--- src/rtl/led_blink_pkg.sv ---
package led_blink_pkg;

  typedef enum logic [1:0] {
    SEL_LIT  = 2'b00,
    SEL_REL  = 2'b01,
    SEL_ENG0 = 2'b10,
    SEL_ENG1 = 2'b11
  } pin_sel_e;

  // lit while the step count is below the duty threshold
  function automatic logic duty_lit(input logic [15:0] step, input logic [15:0] duty);
    return step < duty;
  endfunction

  // open-drain enable for one pin from its selector and the two engine levels
  function automatic logic pin_pull(input pin_sel_e sel, input logic lit0, input logic lit1);
    case (sel)
      SEL_LIT:  return 1'b1;
      SEL_REL:  return 1'b0;
      SEL_ENG0: return lit0;
      default:  return lit1;
    endcase
  endfunction

endpackage

--- src/rtl/led_pin_sync.sv ---
module led_pin_sync #(
  parameter int W = 2
) (
  input  logic         clk,
  input  logic         rst_n,
  input  logic [W-1:0] raw,
  output logic [W-1:0] synced
);
  logic [W-1:0] meta_q;

  always_ff @(posedge clk or negedge rst_n) begin
    if (!rst_n) begin
      meta_q <= '0;
      synced <= '0;
    end else begin
      meta_q <= raw;
      synced <= meta_q;
    end
  end
endmodule

--- src/rtl/led_blink_engine.sv ---
module led_blink_engine
  import led_blink_pkg::*;
#(
  parameter int CW = 8
) (
  input  logic          clk,
  input  logic          rst_n,
  input  logic          tick,
  input  logic [CW-1:0] psc_nxt,
  input  logic [CW-1:0] duty,
  output logic [CW-1:0] step_q,
  output logic [CW-1:0] act_q,
  output logic          wrap,
  output logic          lit
);
  logic [CW-1:0] pre_q;
  logic          adv;

  assign adv  = tick && (pre_q == act_q);
  assign wrap = adv && (step_q == {CW{1'b1}});
  assign lit  = duty_lit(16'(step_q), 16'(duty));

  always_ff @(posedge clk or negedge rst_n) begin
    if (!rst_n) begin
      pre_q  <= '0;
      step_q <= '0;
      act_q  <= '0;
    end else if (tick) begin
      pre_q <= adv ? '0 : pre_q + 1'b1;
      if (adv)  step_q <= step_q + 1'b1;
      if (wrap) act_q  <= psc_nxt;
    end
  end
endmodule

--- src/rtl/led_blink_regs.sv ---
module led_blink_regs #(
  parameter int DW    = 8,
  parameter int AW    = 3,
  parameter int NENG  = 2,
  parameter int NPINS = 2
) (
  input  logic                     clk,
  input  logic                     rst_n,
  input  logic [AW-1:0]            addr,
  input  logic [DW-1:0]            wdata,
  input  logic                     wr,
  input  logic [NPINS-1:0]         in_sync,
  output logic [DW-1:0]            rdata,
  output logic [NENG-1:0][DW-1:0]  psc_nxt,
  output logic [NENG-1:0][DW-1:0]  duty_q,
  output logic [2*NPINS-1:0]       sel_q
);
  localparam int SELW = 2 * NPINS;
  localparam logic [AW-1:0] SEL_ADDR = AW'(1 + 2 * NENG);

  logic [NENG-1:0][DW-1:0] psc_q;

  for (genvar e = 0; e < NENG; e++) begin : g_eng
    logic psc_hit, duty_hit;
    logic [DW-1:0] psc_r, duty_r;
    assign psc_hit  = wr && (addr == AW'(1 + 2 * e));
    assign duty_hit = wr && (addr == AW'(2 + 2 * e));
    always_ff @(posedge clk or negedge rst_n) begin
      if (!rst_n) begin
        psc_r  <= '0;
        duty_r <= '0;
      end else begin
        if (psc_hit)  psc_r  <= wdata;
        if (duty_hit) duty_r <= wdata;
      end
    end
    assign psc_q[e]   = psc_r;
    assign duty_q[e]  = duty_r;
    assign psc_nxt[e] = psc_hit ? wdata : psc_r;
  end

  always_ff @(posedge clk or negedge rst_n) begin
    if (!rst_n)                         sel_q <= {NPINS{2'b01}};
    else if (wr && (addr == SEL_ADDR))  sel_q <= wdata[SELW-1:0];
  end

  always_comb begin
    rdata = '0;
    if (addr == '0) rdata[NPINS-1:0] = in_sync;
    for (int e = 0; e < NENG; e++) begin
      if (addr == AW'(1 + 2 * e)) rdata = psc_q[e];
      if (addr == AW'(2 + 2 * e)) rdata = duty_q[e];
    end
    if (addr == SEL_ADDR) rdata[SELW-1:0] = sel_q;
  end
endmodule

--- src/rtl/led_blink_ctrl.sv ---
module led_blink_ctrl
  import led_blink_pkg::*;
#(
  parameter int DW    = 8,
  parameter int AW    = 3,
  parameter int NPINS = 2
) (
  input  logic             clk,
  input  logic             rst_n,
  input  logic             tick,
  input  logic [AW-1:0]    addr,
  input  logic [DW-1:0]    wdata,
  input  logic             wr,
  output logic [DW-1:0]    rdata,
  input  logic [NPINS-1:0] pin_in,
  output logic [NPINS-1:0] pin_oe
);
  localparam int NENG = 2;

  logic [NPINS-1:0]        in_sync;
  logic [NENG-1:0][DW-1:0] psc_nxt, duty_q, step_q, act_q;
  logic [NENG-1:0]         wrap, lit;
  logic [2*NPINS-1:0]      sel_q;

  led_pin_sync #(.W(NPINS)) u_sync (
    .clk(clk), .rst_n(rst_n), .raw(pin_in), .synced(in_sync)
  );

  led_blink_regs #(.DW(DW), .AW(AW), .NENG(NENG), .NPINS(NPINS)) u_regs (
    .clk(clk), .rst_n(rst_n), .addr(addr), .wdata(wdata), .wr(wr),
    .in_sync(in_sync), .rdata(rdata), .psc_nxt(psc_nxt),
    .duty_q(duty_q), .sel_q(sel_q)
  );

  for (genvar e = 0; e < NENG; e++) begin : g_eng
    led_blink_engine #(.CW(DW)) u_eng (
      .clk(clk), .rst_n(rst_n), .tick(tick),
      .psc_nxt(psc_nxt[e]), .duty(duty_q[e]),
      .step_q(step_q[e]), .act_q(act_q[e]),
      .wrap(wrap[e]), .lit(lit[e])
    );
  end

  for (genvar p = 0; p < NPINS; p++) begin : g_pin
    assign pin_oe[p] = pin_pull(pin_sel_e'(sel_q[2*p +: 2]), lit[0], lit[1]);
  end
endmodule

--- config.mk ---
export PLATFORM = sky130hd
export DESIGN_NAME = led_blink_ctrl
export DESIGN_NICKNAME = d
export VERILOG_FILES = /design/src/rtl/led_blink_pkg.sv /design/src/rtl/led_pin_sync.sv /design/src/rtl/led_blink_engine.sv /design/src/rtl/led_blink_regs.sv /design/src/rtl/led_blink_ctrl.sv
export SDC_FILE = /design/constraint.sdc
export NUM_CORES = 1
export LEC_CHECK = 0
export BUFFER_PORTS_ARGS = -buffer_cell sky130_fd_sc_hd__buf_2
export CELL_PAD_IN_SITES_DETAIL_PLACEMENT = 0
export CELL_PAD_IN_SITES_GLOBAL_PLACEMENT = 1
export CORE_MARGIN = 2
export CORE_UTILIZATION = 44
export CTS_CLUSTER_SIZE = 8
export DETAILED_ROUTE_END_ITERATION = 12
export PLACE_DENSITY_LB_ADDON = 0.1
export SYNTH_ARGS = -nofsm -noshare
export SYNTH_HDL_FRONTEND = slang
export SYNTH_SLANG_ARGS = --single-unit
--- constraint.sdc ---
create_clock -name clk -period 1.6 [get_ports clk]
set_input_delay 0.08 -clock clk [delete_from_list [all_inputs] [get_ports clk]]
set_output_delay 0.08 -clock clk [all_outputs]
set_load 0.05 [all_outputs]
==> flow_summary.toml <==
[power_and_ir_drop]
power.share.sequential = 0.390
cell_internal_pwr_mw = 4.85
peakVddDrop_mv = 0.635
p_per_area_nw_per_um2 = 1270
netSwitchingFraction = 0.354
netSwitchingPower_mw = 2.66
clkPwrFrac = 0.180
total_power_mw = 7.51
pwr-share-comb = 0.431
leakagePower_nw = 2.74

[routing]
vias = 3239
drc_errors = 0
drt_iter0_drc = 161
first_pass_iters = 4
wl_met1_um = 5020
routed-wl-met3_um = 249
route.top_layer_used = "met4"
wl_per_cell_um = 16.1
wirelength_um = 10300
vias_per_cell = 5.04
antenna_left = 0
wl_met2_um = 4970

[layout]
antenna_cells = 0
area_growth_pct = 33.5
multi_input_area_um2 = 2360
fillerInstances = 864
seqCellArea_um2 = 2200
drive_gt1_frac = 0.412
nets = 541
finalNonFillerCells = 643

[grt]
grt_pass1_vias = 3284
track_usage = 0.198
antenna_found_initial = 0
grt_start_max_net_pins = 34
grt-ovfl-total = 0
grt_pass1_wl_um = 16800

[floorplanning]
start_util = 0.452
placementRows = 36
core_area_um2 = 9770
die_area_um2 = 10800
ios = 27
die_x_um = 104
die_h_um = 104

[setup_path]
crit_type = "reg2out"
r2r_start = "g_eng[0].u_eng.step_q[1]"
crit_path_max_fanout = 2
path_common_cell = "a31oi_4"
crit_path_max_incr_delay_ns = 0.39
cpMaxStageDelayCell = "dfrtp_1"
cp-start-kind = "flip-flop"
crit_path_cell_trace = "inv_2, ha_4, a2111o_1, a31oi_4, a21oi_2, a31oi_4, buf_6"
worstPathRequired_ns = 1.52
cp.arrival_ns = 2.03
worstSetupEndpointType = "primary output"
startpoint = "u_regs.g_eng[1].duty_r[1]"

[placement]
io_buffers = 26
hpwlAfterDp_um = 7370
dpl_worst_slack_ns = -0.352
gp_congestion = 0.764
post-place-cells = 609

[logic_synthesis]
synthSimpleGateAreaFrac = 0.128
synth_xor_area_frac = 0.0774
synthAdderAreaFrac = 0.0510
synth-compound-area-share = 0.0816
synth_cells = 394
ys_seq_area_frac = 0.499
synthMuxAreaShare = 0.130
synth_edf_count = 0
syn-cell-area_um2 = 4410
synth_top_family_by_area = "multiplexers"
async_flop_share = 1.00
synth_cell_types = 40
ys_warn_count = 0
avgSynthCellArea_um2 = 11.2
synth-seq-cells = 88
syn_nets = 429
synth_ff_type = "dfrtp_1"

[clock_tree]
root_buffer = "clkbuf_8"
clk_pin_slew_worst_paths_ns = 0.09
clkSinkCount = 88
cts_buffers = 9
cts_buffer_depth = 2
cts_tree = "done"
worst_skew_pair.late_latency_ns = 0.36
htree_levels = 3

[timing]
tightestPinTransition_ns = 0.407
period_minus_slack_ns = 2.11
tns_ns = -1.96
hold_viol = 0
final.setup_skew_ns = 0.00586
finalSetupViolations = 19
fmax_ghz = 0.474
holdWs_ns = 0.0258
slew_viol_final = 0
fin_crit_sh = 1.32
setup_ws_ns = -0.511
slew_headroom = 0.729
rsz0062_at_grt = "yes"

[status]
violations = "setup timing"
status = "finished with violations"

[job]
max_cap_viol_count = 0

[min_path]
worstHoldPathType = "in2reg"
min_from = "wdata[6]"
## placed cells by master, fill, tap and decap left out, types with 7 or more instances in the layout
cell type,instances
and3_1,8
buf_2,19
buf_4,75
buf_6,11
clkbuf_8,9
dfrtp_1,86
ha_1,14
inv_1,17
mux2_2,33
mux2_4,9
mux2i_1,10
nand2_1,30
nand4_1,12
nor2_1,17
o21ai_0,15
xnor2_1,30
xor2_1,7
## registers in the layout, summed over array words and instances (netlist names)
register,flops
g_eng.u_eng.act_q,16
u_sync.synced,2
g_eng.u_eng.step_q,16
u_regs.sel_q,4
u_regs.g_eng.psc_r,16
g_eng.u_eng.pre_q,16
u_regs.g_eng.duty_r,16
u_sync.meta_q,2
## area by class of cell
class | count | share of cell area
clock buffers | 11 | 0.0223
clock inverters | 4 | 0.00552
inverters | 21 | 0.0134
multi-input cells | 271 | 0.400
flip-flops and latches | 88 | 0.374
well taps | 133 | 0.0282
repair buffers | 115 | 0.156
## critical path, delay by kind of cell, from the launching register on
| kind | cells | cell delay (ns) |
|---|---|---|
| flip-flops | 1 | 0.39 |
| buffers and inverters | 2 | 0.25 |
| AO/OA/AOI/OAI | 4 | 0.82 |
| adder cells (fa/ha/maj) | 1 | 0.19 |
## per-layer routing
metal / track usage / vias to the layer above
li1: - / 1615
met4: 0.0463 / 0
met2: 0.321 / 36
met5: 0 / -
met3: 0.0382 / 8
met1: 0.277 / 1580
## worst paths after layout
kind / to / slack (ns) / depth (start not counted)
max: pin_oe[0] / -0.51 / 7
min: u_regs.g_eng[0].duty_r[6] / 0.03 / 3
max reg2reg: g_eng[0].u_eng.act_q[4] / -0.07 / 7
min reg2reg: u_sync.synced[1] / 0.36 / 0
max in group asynchronous: g_eng[1].u_eng.pre_q[1] / 0.88 / 3
min in group asynchronous: u_regs.sel_q[3] / 0.21 / 2
## per-stage QoR
stage,utilization,area [um2]
final,0.603,5890
after global routing,0.603,5890
after global placement,0.545,5330
after detailed placement,0.545,5330
after CTS,0.590,5760
after floorplan,-,4540
## cell usage after synthesis, drive strengths merged, types with 6 or more instances
library cell | count | share of area
and3 | 9 | 0.013
inv | 21 | 0.018
ha | 18 | 0.051
a21oi | 9 | 0.010
clkbuf | 6 | 0.0051
nand3 | 8 | 0.0091
nand2 | 32 | 0.027
o21ai | 22 | 0.025
a22oi | 6 | 0.010
nand4 | 13 | 0.022
mux2i | 10 | 0.023
mux2 | 42 | 0.11
xor2 | 7 | 0.014
dfrtp | 86 | 0.49
nor2 | 18 | 0.016
o22ai | 7 | 0.0099
xnor2 | 32 | 0.063
buf | 8 | 0.0096
## cell families after synthesis
| logic type | Yosys count |
|---|---|
| buf+inv | 35 |
| flops | 88 |
| xor+xnor | 39 |
| simple gates | 103 |
| mux | 52 |
| fa+ha+maj | 18 |
| compound gates | 59 |
## power groups by stage
stage          Combinational [mW]  Clock (mW)  Sequential, mW
2_1_floorplan                1.47           0            2.96
3_3_place_gp                 2.52           0            2.94
3_5_place_dp                 2.56           0            2.95
4_1_cts                      3.00        1.41            2.92
5_1_grt                      3.57        1.49            2.98
6_report                     3.24        1.35            2.93
## timing repair
action	CTS	global route
setup endpoints to repair	26	40
pin swaps	18	21
endpoints found under the hold margin	67	0
buffers inserted	10	6
resized for setup	36	24
hold buffers	6	0
Power figures use the tool's default switching activity.
